$ cat src/rtl/fdct_pkg.sv
package fdct_pkg;

    localparam int SIDE      = 8;
    localparam int NPIX      = SIDE * SIDE;
    localparam int AXIS_W    = $clog2(SIDE);
    localparam int IDX_W     = $clog2(NPIX);
    localparam int COS_W     = 8;
    localparam int FRAC      = 6;
    localparam int INV_SQRT2 = 45;
    localparam int QTR_SH    = 2;

    // cos(k*pi/16) * 64, rounded, first quadrant (k = 0..8)
    function automatic logic signed [COS_W-1:0] cos_base(input logic [3:0] k);
        logic signed [COS_W-1:0] r;
        case (k)
            4'd0:    r = 8'sd64;
            4'd1:    r = 8'sd63;
            4'd2:    r = 8'sd59;
            4'd3:    r = 8'sd53;
            4'd4:    r = 8'sd45;
            4'd5:    r = 8'sd36;
            4'd6:    r = 8'sd24;
            4'd7:    r = 8'sd12;
            default: r = 8'sd0;
        endcase
        return r;
    endfunction

    // cos((2s+1)*f*pi/16) in the same format, folded by symmetry over k mod 32
    function automatic logic signed [COS_W-1:0] cos_entry(input logic [AXIS_W-1:0] s,
                                                          input logic [AXIS_W-1:0] f);
        logic [7:0] prod;
        logic [4:0] m;
        logic [4:0] k;
        logic       neg;
        prod = 8'({s, 1'b1}) * 8'(f);
        m    = prod[4:0];
        if (m <= 5'd8) begin
            k = m;            neg = 1'b0;
        end else if (m <= 5'd16) begin
            k = 5'd16 - m;    neg = 1'b1;
        end else if (m <= 5'd24) begin
            k = m - 5'd16;    neg = 1'b1;
        end else begin
            k = 5'd0 - m;     neg = 1'b0;   // 32 - m modulo 32
        end
        return neg ? -cos_base(k[3:0]) : cos_base(k[3:0]);
    endfunction

endpackage

$ cat src/rtl/fdct_cos_rom.sv
module fdct_cos_rom
    import fdct_pkg::*;
(
    input  logic [AXIS_W-1:0]       spat,
    input  logic [AXIS_W-1:0]       freq,
    output logic signed [COS_W-1:0] coef
);

    always_comb begin
        coef = cos_entry(spat, freq);
    end

endmodule

$ cat src/rtl/fdct_term.sv
module fdct_term
    import fdct_pkg::*;
#(
    parameter int DATA_W = 8,
    parameter int TERM_W = 12
) (
    input  logic signed [DATA_W-1:0] pix,
    input  logic signed [COS_W-1:0]  cos_a,
    input  logic signed [COS_W-1:0]  cos_b,
    output logic signed [TERM_W-1:0] term
);

    localparam int P1_W   = DATA_W + COS_W;
    localparam int P2_W   = P1_W + COS_W;
    localparam int LIM_HI = 2 ** (DATA_W - 1) - 1;
    localparam int LIM_LO = -(2 ** (DATA_W - 1));

    logic signed [P1_W-1:0] p1_d;
    logic signed [P1_W-1:0] s1_d;
    logic signed [P2_W-1:0] p2_d;
    logic signed [P2_W-1:0] s2_d;

    always_comb begin
        p1_d = pix * cos_a;
        s1_d = p1_d >>> FRAC;
        p2_d = s1_d * cos_b;
        s2_d = p2_d >>> FRAC;
        term = s2_d[TERM_W-1:0];
    end

    // with table magnitudes at most 64, a term never leaves the sample range
    always_comb begin
        a_r6_term_range: assert (s2_d >= LIM_LO && s2_d <= LIM_HI)
            else $error("term out of range");
    end

endmodule

$ cat src/rtl/fdct_scale.sv
module fdct_scale
    import fdct_pkg::*;
#(
    parameter int ACC_W  = 24,
    parameter int DATA_W = 8
) (
    input  logic signed [ACC_W-1:0]  sum,
    input  logic                     dc_row,
    input  logic                     dc_col,
    output logic signed [DATA_W-1:0] coef
);

    localparam int W = ACC_W + 8;
    localparam logic signed [W-1:0] KINV = W'(INV_SQRT2);
    localparam logic signed [W-1:0] HI   = W'(2 ** (DATA_W - 1) - 1);
    localparam logic signed [W-1:0] LO   = -HI - W'(1);

    logic signed [W-1:0] a0_d, a1_d, a2_d, a3_d;

    always_comb begin
        a0_d = {{(W - ACC_W){sum[ACC_W-1]}}, sum};
        a1_d = dc_row ? ((a0_d * KINV) >>> FRAC) : a0_d;
        a2_d = dc_col ? ((a1_d * KINV) >>> FRAC) : a1_d;
        a3_d = a2_d >>> QTR_SH;
        if (a3_d > HI)      coef = HI[DATA_W-1:0];
        else if (a3_d < LO) coef = LO[DATA_W-1:0];
        else                coef = a3_d[DATA_W-1:0];
    end

endmodule

$ cat src/rtl/fdct_copro.sv
module fdct_copro
    import fdct_pkg::*;
#(
    parameter int DATA_W = 8,
    parameter int ADDR_W = 2,
    parameter int ACC_W  = 24
) (
    input  logic              clk,
    input  logic              rst_n,
    input  logic [ADDR_W-1:0] bus_addr,
    input  logic              bus_wr,
    input  logic              bus_rd,
    input  logic [DATA_W-1:0] bus_wdata,
    output logic [DATA_W-1:0] bus_rdata
);

    localparam logic [ADDR_W-1:0] A_DIN  = ADDR_W'(0);
    localparam logic [ADDR_W-1:0] A_DOUT = ADDR_W'(1);
    localparam logic [ADDR_W-1:0] A_CMD  = ADDR_W'(2);
    localparam logic [ADDR_W-1:0] A_STAT = ADDR_W'(3);
    localparam int TERM_W  = DATA_W + 4;
    localparam int RUN_LEN = NPIX * NPIX;
    localparam int CNT_W   = $clog2(RUN_LEN) + 1;

    typedef struct packed {
        logic                    busy;
        logic                    done;
        logic [IDX_W-1:0]        push;
        logic [IDX_W-1:0]        pop;
        logic [IDX_W-1:0]        oidx;
        logic [IDX_W-1:0]        tidx;
        logic signed [ACC_W-1:0] acc;
        logic [DATA_W-1:0]       rdata;
    } ctl_t;

    ctl_t q, d;

    logic signed [DATA_W-1:0] ibuf [NPIX];
    logic signed [DATA_W-1:0] obuf [NPIX];

    logic                     ibuf_we, obuf_we;
    logic signed [COS_W-1:0]  cos_xu, cos_yv;
    logic signed [TERM_W-1:0] term;
    logic signed [ACC_W-1:0]  acc_sum;
    logic signed [DATA_W-1:0] coef;

    // ---- arithmetic datapath ----
    fdct_cos_rom u_cos_row (
        .spat (q.tidx[IDX_W-1:AXIS_W]),
        .freq (q.oidx[IDX_W-1:AXIS_W]),
        .coef (cos_xu)
    );

    fdct_cos_rom u_cos_col (
        .spat (q.tidx[AXIS_W-1:0]),
        .freq (q.oidx[AXIS_W-1:0]),
        .coef (cos_yv)
    );

    fdct_term #(.DATA_W(DATA_W), .TERM_W(TERM_W)) u_term (
        .pix   (ibuf[q.tidx]),
        .cos_a (cos_xu),
        .cos_b (cos_yv),
        .term  (term)
    );

    always_comb begin
        acc_sum = q.acc + {{(ACC_W - TERM_W){term[TERM_W-1]}}, term};
    end

    fdct_scale #(.ACC_W(ACC_W), .DATA_W(DATA_W)) u_scale (
        .sum    (acc_sum),
        .dc_row (q.oidx[IDX_W-1:AXIS_W] == '0),
        .dc_col (q.oidx[AXIS_W-1:0] == '0),
        .coef   (coef)
    );

    // ---- next-state ----
    always_comb begin
        d       = q;
        ibuf_we = 1'b0;
        obuf_we = 1'b0;

        if (q.busy) begin
            d.tidx = q.tidx + 1'b1;
            if (q.tidx == '1) begin
                obuf_we = 1'b1;
                d.acc   = '0;
                d.oidx  = q.oidx + 1'b1;
                if (q.oidx == '1) begin
                    d.busy = 1'b0;
                    d.done = 1'b1;
                end
            end else begin
                d.acc = acc_sum;
            end
        end

        if (bus_rd) begin
            case (bus_addr)
                A_DOUT: begin
                    d.rdata = obuf[q.pop];
                    d.pop   = q.pop + 1'b1;
                end
                A_STAT:  d.rdata = {{(DATA_W - 2){1'b0}}, q.busy, q.done};
                default: d.rdata = '0;
            endcase
        end

        if (bus_wr && !q.busy) begin
            if (bus_addr == A_DIN) begin
                ibuf_we = 1'b1;
                d.push  = q.push + 1'b1;
            end else if (bus_addr == A_CMD && bus_wdata[0]) begin
                d.busy = 1'b1;
                d.done = 1'b0;
                d.push = '0;
                d.pop  = '0;
                d.oidx = '0;
                d.tidx = '0;
                d.acc  = '0;
            end
        end
    end

    always_ff @(posedge clk or negedge rst_n) begin
        if (!rst_n) q <= '0;
        else        q <= d;
    end

    always_ff @(posedge clk) begin
        if (ibuf_we) ibuf[q.push] <= bus_wdata;
        if (obuf_we) obuf[q.oidx] <= coef;
    end

    assign bus_rdata = q.rdata;

    // ---- assertions ----
    logic [CNT_W-1:0] run_cnt_q;

    always_ff @(posedge clk or negedge rst_n) begin
        if (!rst_n)      run_cnt_q <= '0;
        else if (q.busy) run_cnt_q <= run_cnt_q + 1'b1;
        else             run_cnt_q <= '0;
    end

    a_r2_busy_done_excl: assert property (@(posedge clk) disable iff (!rst_n)
        !(q.busy && q.done));

    // an accepted start clears both positions
    a_r4_start: assert property (@(posedge clk) disable iff (!rst_n)
        (bus_wr && bus_addr == A_CMD && bus_wdata[0] && !q.busy)
        |=> (q.busy && !q.done && q.pop == '0 && q.push == '0));

    a_r4_zero_cmd: assert property (@(posedge clk) disable iff (!rst_n)
        (bus_wr && bus_addr == A_CMD && !bus_wdata[0] && !q.busy) |=> !q.busy);

    a_r9_run_len: assert property (@(posedge clk) disable iff (!rst_n)
        $fell(q.busy) |-> (run_cnt_q == CNT_W'(RUN_LEN) && q.done));

    a_r10_push_frozen: assert property (@(posedge clk) disable iff (!rst_n)
        (q.busy && bus_wr && bus_addr == A_DIN) |=> $stable(q.push));

endmodule

$ cat config.mk
export PLATFORM = sky130hd
export DESIGN_NAME = fdct_copro
export DESIGN_NICKNAME = d
export VERILOG_FILES = /design/src/rtl/fdct_pkg.sv /design/src/rtl/fdct_cos_rom.sv /design/src/rtl/fdct_term.sv /design/src/rtl/fdct_scale.sv /design/src/rtl/fdct_copro.sv
export SDC_FILE = /design/constraint.sdc
export NUM_CORES = 2
export LEC_CHECK = 0
export CAP_MARGIN = 10
export CORE_ASPECT_RATIO = 0.75
export CORE_MARGIN = 5
export CORE_UTILIZATION = 50
export DETAILED_ROUTE_END_ITERATION = 6
export GPL_ROUTABILITY_DRIVEN = 0
export PLACE_DENSITY_LB_ADDON = 0.25
export RECOVER_POWER = 50
export SYNTH_ARGS = -nofsm -noshare
export SYNTH_HDL_FRONTEND = slang
export SYNTH_SLANG_ARGS = --single-unit
$ cat constraint.sdc
create_clock -name clk -period 36.5 [get_ports clk]
set_input_delay 3.65 -clock clk [delete_from_list [all_inputs] [get_ports clk]]
set_output_delay 3.65 -clock clk [all_outputs]
set_load 0.01 [all_outputs]
### Word level (Yosys, flattened, before mapping)

Memories as Yosys holds them, arrays and structs flattened.
Cells that the tools add are included.

| storage, ports and cells | value |
|---|---|
| register bits after elaboration | 58 |
| bits in latches | 0 |
| memory bits (writable) | 1024 |
| bits in read-only memories | 224 |
| bits of input ports | 14 |
| output and inout bits | 8 |
| word-level logic and storage cells | 98 |
| memories | 6 |

| cells by class | value |
|---|---|
| add/sub/neg operators | 13 |
| multipliers | 6 |
| div/mod/pow operators | 0 |
| magnitude comparators | 8 |
| eq/ne operators | 5 |
| shift-type cells | 0 |
| muxes and demuxes | 44 |
| bitwise operators | 0 |
| reductions and logical operators | 8 |

Memories:

| name | words | bits a word | rd ports | clocked after memory_dff | wr ports | line | source |
|---|---|---|---|---|---|---|---|
| ibuf | 64 | 8 | 1 | 0 | 1 | fdct_copro.sv:38 | `logic signed [DATA_W-1:0] ibuf [NPIX];` |
| obuf | 64 | 8 | 1 | 0 | 1 | fdct_copro.sv:39 | `logic signed [DATA_W-1:0] obuf [NPIX];` |
| (name not given) | 8 | 7 | 1 | 0 | 0 | fdct_pkg.sv:15 | `case (k)` |
| (name not given) | 8 | 7 | 1 | 0 | 0 | fdct_pkg.sv:15 |  |
| (name not given) | 8 | 7 | 1 | 0 | 0 | fdct_pkg.sv:15 |  |
| (name not given) | 8 | 7 | 1 | 0 | 0 | fdct_pkg.sv:15 |  |

Operators with widths:

| kind | count |
|---|---|
| 2-to-1 mux 50 bit | 2 |
| 2-to-1 mux 32 bit | 2 |
| 2-to-1 mux 8 bit | 8 |
| 2-to-1 mux 42 bit | 1 |
| 2-to-1 mux 36 bit | 1 |
| multiplier 32 x 7 -> 32 bit (second input constant) | 1 |
| multiplier 24 x 7 -> 31 bit (second input constant) | 1 |
| > comparator 30 x 8 -> 1 bit (second input constant) | 1 |
| less-than comparator 30 x 8 -> 1 bit (second input constant) | 1 |
| adder 24 bit | 1 |
| adder 6 x 1 -> 6 bit (second input constant) | 4 |
| 2-to-1 mux 24 bit | 1 |
| 2-to-1 mux 4 bit | 6 |
| 2-to-1 mux 6 bit | 4 |
| less-or-equal comparator 5 bit (second input constant) | 4 |
| multiplier 10 x 8 -> 18 bit | 1 |
| multiplier 8 x 8 -> 16 bit | 1 |
| negation 8 bit | 2 |
| one-hot mux 8 bit (2 select lines) | 1 |
| subtractor 1 x 4 -> 4 bit (first input constant) | 4 |
| 2-to-1 mux 1 bit | 14 |
| equality test 6 bit (second input constant) | 2 |
| less-or-equal comparator 5 x 4 -> 1 bit (second input constant) | 2 |
| multiplier 4 x 3 -> 5 bit | 2 |
| 10 further kinds | 17 |

### Depth between registers and ports, before layout

An unclocked memory read counts as a cell.

| depth | value |
|---|---|
| depth in word-level cells | 19 |
| depth in mapped cells | 104 |

### Modules after synthesis

A second synthesis with hierarchy kept.

| unflattened totals | value |
|---|---|
| cells, all modules | 3792 |
| area total of the unflattened synthesis | 57841.7 um^2 |

By module, submodules not included:

| module | instances | cells each | area an instance (um^2) |
|---|---|---|---|
| fdct_copro | 1 | 2073 | 43168.9 |
| fdct_scale | 1 | 918 | 7637.3 |
| fdct_term | 1 | 581 | 5288.8 |
| fdct_cos_rom | 2 | 110 | 873.3 |

### Least setup slack after synthesis

No wires, ideal clock.

| path | value |
|---|---|
| kind | register -> register |
| start point | register q[36] (netlist name) |
| end point | memory obuf[0][0] (data pin) |
| setup time | 565 ps |
| data arrival time | 25395 ps |
| required time | 35935 ps |
| path slack | 10540 ps |
| cell stages (with the launch flop) | 97 |
| clock period less this slack | 25960 ps |
| path through | dfrtp_1 clkbuf_1 clkbuf_1 buf_1 nand2_1 fa_1 inv_1 ha_1 inv_1 fa_1 xor2_1 xnor2_1 xnor2_1 o21ai_0 a211oi_1 nor2_1 inv_1 ha_1 [61 not listed] ha_1 fa_1 inv_1 fa_1 inv_1 ha_1 clkbuf_1 nand3_1 or3_1 o31ai_1 and2_0 nor2_1 a31oi_1 o21ai_0 and2_1 buf_2 a21boi_2 a22oi_1 |

| on the way | value |
|---|---|
| cells in the longest elaborated chain, start to end | 19 |

RTL lines:

| element | line | source |
|---|---|---|
| from (decl) | fdct_copro.sv:36 | `ctl_t q, d;` |
| from (signal assigned) | fdct_copro.sv:127 | `if (!rst_n) q <= '0;` |
| from (signal assigned) | fdct_copro.sv:128 | `else q <= d;` |
| multiplier 4 x 3 -> 5 bit | fdct_pkg.sv:36 | `prod = 8'({s, 1'b1}) * 8'(f);` |
| subtractor 1 x 4 -> 4 bit (tied with other cells) | fdct_pkg.sv:41, fdct_pkg.sv:45 |  |
| 2-to-1 mux 4 bit | fdct_pkg.sv:42 | `end else if (m <= 5'd24) begin` |
| 2-to-1 mux 4 bit | fdct_pkg.sv:40 | `end else if (m <= 5'd16) begin` |
| 2-to-1 mux 4 bit | fdct_pkg.sv:38 | `if (m <= 5'd8) begin` |
| memory (8 x 7 bit) | -- |  |
| 2-to-1 mux 8 bit | fdct_pkg.sv:15 |  |
| negation 8 bit | fdct_pkg.sv:47 | `return neg ? -cos_base(k[3:0]) : cos_base(k[3:0]);` |
| [4 not listed] | -- |  |
| multiplier 24 x 7 -> 31 bit | fdct_scale.sv:22 | `a1_d = dc_row ? ((a0_d * KINV) >>> FRAC) : a0_d;` |
| 2-to-1 mux 32 bit * | fdct_scale.sv:22 |  |
| multiplier 32 x 7 -> 32 bit | fdct_scale.sv:23 | `a2_d = dc_col ? ((a1_d * KINV) >>> FRAC) : a1_d;` |
| 2-to-1 mux 32 bit * | fdct_scale.sv:23 |  |
| less-than comparator 30 x 8 -> 1 bit | fdct_scale.sv:26 | `else if (a3_d < LO) coef = LO[DATA_W-1:0];` |
| 2-to-1 mux 8 bit | fdct_scale.sv:26 |  |
| 2-to-1 mux 8 bit * | fdct_scale.sv:25 | `if (a3_d > HI) coef = HI[DATA_W-1:0];` |
| via coef[0] | fdct_copro.sv:45 | `logic signed [DATA_W-1:0] coef;` |
| to (decl) | fdct_copro.sv:39 |  |

The timed path passes the listed nets; every way through them passes the cells marked *.

### Final worst setup path

| path | value |
|---|---|
| start point | register q[32] (netlist name) |
| end point | memory obuf[50][5] (data pin) |

| on the way | value |
|---|---|
| cells in the longest elaborated chain, start to end | 18 |

RTL lines:

| element | line |
|---|---|
| multiplier 4 x 3 -> 5 bit | fdct_pkg.sv:36 |
| subtractor 1 x 4 -> 4 bit (tied with other cells) | fdct_pkg.sv:41, fdct_pkg.sv:45 |
| 2-to-1 mux 4 bit | fdct_pkg.sv:42 |
| 2-to-1 mux 4 bit | fdct_pkg.sv:40 |
| 2-to-1 mux 4 bit | fdct_pkg.sv:38 |
| memory (8 x 7 bit) | -- |
| 2-to-1 mux 8 bit | fdct_pkg.sv:15 |
| negation 8 bit | fdct_pkg.sv:47 |
| [3 not listed] | -- |
| multiplier 24 x 7 -> 31 bit | fdct_scale.sv:22 |
| 2-to-1 mux 32 bit * | fdct_scale.sv:22 |
| multiplier 32 x 7 -> 32 bit | fdct_scale.sv:23 |
| 2-to-1 mux 32 bit * | fdct_scale.sv:23 |
| less-than comparator 30 x 8 -> 1 bit | fdct_scale.sv:26 |
| 2-to-1 mux 8 bit | fdct_scale.sv:26 |
| 2-to-1 mux 8 bit * | fdct_scale.sv:25 |
| via coef[5] | fdct_copro.sv:45 |

Marks and branches as above.

==> impl_results.md <==
- Multi-input combinational cell area: 22,800 um^2
- CTS H-Tree Depth: 3
- CTS tree: built
- First-pass GRT wire length: 198,000 um
- Relative slew margins: -112%
- Number of global-route vias before repair: 31,400
- Routed met1 length: approximately 60,000 um
- DRT Pass-1 Iters: 7
- Root Buffer: clkbuf_16
- CP max-delay cell: dfrtp_1
- Routed vias: 31,600
- Die H: just over 300 um
- Synthesized net count: 4,244
- CTS buffer count: 102
- Final min period: slightly below 30 ns
- Count leader, synth: edfxtp_1
- Fillers: around 9,000
- Mapped Area: ~57,000 um^2
- Vias per inst: ~6
- Setup bufs post-CTS: 0
- Resized Gates After CTS: 0
- Worst-Skew Late Latency: ~0.7 ns
- Uppermost layer routed: met4
- Initial antenna violation count: 2
- DRC Markers: 3
- Drt total wl: 128,000 um
- Final Cycle Share: approximately 80%
- Area grow syn2layout: 9.05%
- CTS sink cnt: 1,082
- Die area: around 120,000 um^2
- Clk buf depth: 3
- Max Freq: around 34 MHz
- Area contributors post-synth: edfxtp_1, mux4_2, fa_1
- Xor and xnor area share after synthesis: under 10%
- Synth cell types: 92
- Antenna-violating nets left: 0
- Post-synth ARST share: under 10%
- RSZ-0062 raised after global routing: false
- CP required: 36.95 ns
- Failing checks: design-rule violations, max-capacitance violations, max-slew violations
- Horiz. Die Dim: ~400 um
- Max_cap viols: 11
- Setup violations, final: 0
- Row count: roughly 110
- Iter 0 DRT Violations: 3,101
- # IOs: 22
- Slew @ Worst Pin: 3.18 ns
- Layout cells sized above 1: around 16%
- CTS clk-pin slew, worst paths: 0.06 ns
- WS Path Type: reg -> reg
- Run status: complete, but fails checks
- Worst clock skew: 0.0488 ns
- Global Route Usage Sum: a little over a fifth
- Synth Register Bits: between 1,000 and 1,500
- Post-synthesis compound-gate area fraction: 4.80%
- Yosys top cell by area: edfxtp_1
- Worst Path Arrival: 29.64 ns
- Diode count: 0
- Startpoint Class: flip-flop
- Hold Violations, Final: 0
- Top post-synthesis cells by count: edfxtp_1, nor2_1, inv_1
- Cts-stage hold buffer count: 0
- Synth Area in Adders: roughly an eighth
- Fin nets: 4,254
- Met2 WL: ~56,000 um
- Mux contribution to synthesized area: 13.7%
- Worst setup EP type: flip-flop
- Hpwl dp: about 85,000 um
- Metal3 WL: around 9000 um
- Yosys warning total: 0
- Initial core utilization: approximately half
- Main combinational cell family by area after synthesis: multiplexers
- Largest net degree at the start of global routing: 71
- Critical path peak fanout: 70
- Pins Over Slew Limit: between 600 and 700
- Worst Hold Class: reg -> reg
- Storage cell area: around 32,000 um^2
- Final setup TNS: 0 ns
- Slowest cell delay on critical path: about 1.9 ns
- Syn avg cell area: approximately 15 um^2
- Cells after synthesis: ~3,800
- Most used DFF post-synth: edfxtp_1
- Fraction of the yosys area taken by sequential cells: approximately 56%
- Synth Area in Simple Gates: 6.24%
- Mean routed wirelength per cell: 23.7 um
- Aggregate global routing overflow: 0
- CORE AREA: roughly 110,000 um^2
- # port buffers: 21
- Share of the synthesized area in the top cell type: roughly 54%
- Post-synth EDFFs: ~1,000
worst max-delay path: cells and delay by family, from the launching register on:
family | cells | cell delay [ns]
fa+ha+maj | 21 | 9.31
xor+xnor | 6 | 2.77
simple gates | 20 | 3.71
buf+inv | 17 | 4.48
mux | 4 | 1.62
flops | 1 | 1.87
compound gates | 17 | 5.06
sequential cells by signal (all words and copies together), names as in the netlist:
signal     flops
ibuf         512
q             50
bus_rdata      8
obuf         512
layout make-up:
class | instances | area share [%]
Multi-Input combinational cell | 2161 | 36.7
Timing Repair Buffer | 65 | 0.731
Sequential cell | 1082 | 51.8
Clock buffer | 118 | 4.24
Inverter | 364 | 2.20
Clock inverter | 70 | 1.19
Tap cell | 1526 | 3.07
cell usage in the layout, fill, tap and decap left out, drive strengths merged, types with 67 or more instances in the layout:
master / netlist / routed
nor2: 372 / 372
mux4: 328 / 328
ha: 267 / 267
fa: 197 / 197
xnor2: 87 / 87
inv: 363 / 369
xor2: 67 / 67
clkbuf: 99 / 131
edfxtp: 1024 / 1024
nand2: 122 / 122
a21oi: 140 / 140
o21ai: 70 / 70
routing by layer:
layer | vias to the layer above | GRT usage, %
met5 | - | 0
met2 | 1050 | 31.4
li1 | 14100 | -
met1 | 16400 | 34.9
met4 | 0 | 4.22
met3 | 126 | 3.17
metrics by stage:
step | cell area (um^2) | instances | hold slack (ns) | utilization [%] | setup slack (ns)
5_1_grt | 62200 | 5386 | 0.557 | 54.8 | 4.83
3_3_place_gp | 58800 | 5198 | 0.514 | 51.9 | 9.16
2_1_floorplan | 57000 | 3766 | 0.466 | - | 10.54
6_report | 62200 | 5386 | 0.539 | 54.8 | 7.30
4_1_cts | 62200 | 5386 | 0.539 | 54.9 | 8.54
3_5_place_dp | 58800 | 5198 | 0.523 | 51.9 | 8.71
kinds of logic (layout without fill, tap and decap cells):
family,Yosys count,after routing
DFF,1082,1082
muxes,366,366
and+or+nand+nor,764,764
AOI/OAI and AO/OA,411,411
buffers and inverters,523,617
xor gates and xnor gates,156,156
adders and majority gates,464,464
path summary, 6_finish.rpt:
| check | startpoint | endpoint | slack [ns] | depth (start not counted) |
|---|---|---|---|---|
| max | q[32]$_DFF_PN0_ | obuf[50][5]$_DFFE_PP_ | 7.30 | 85 |
| max in group asynchronous | rst_n | q[33]$_DFF_PN0_ | 29.47 | 2 |
| min reg2reg | bus_rdata[5]$_DFFE_PN0P_ | bus_rdata[5]$_DFFE_PN0P_ | 0.54 | 2 |
| min | bus_rdata[5]$_DFFE_PN0P_ | bus_rdata[5]$_DFFE_PN0P_ | 0.54 | 2 |
| max reg2reg | q[32]$_DFF_PN0_ | obuf[50][5]$_DFFE_PP_ | 7.30 | 85 |
| min in group asynchronous | rst_n | q[31]$_DFF_PN0_ | 3.11 | 1 |
Power is not shown: default switching activity piles up to over one toggle a cycle in this logic, so the estimate is an artifact.
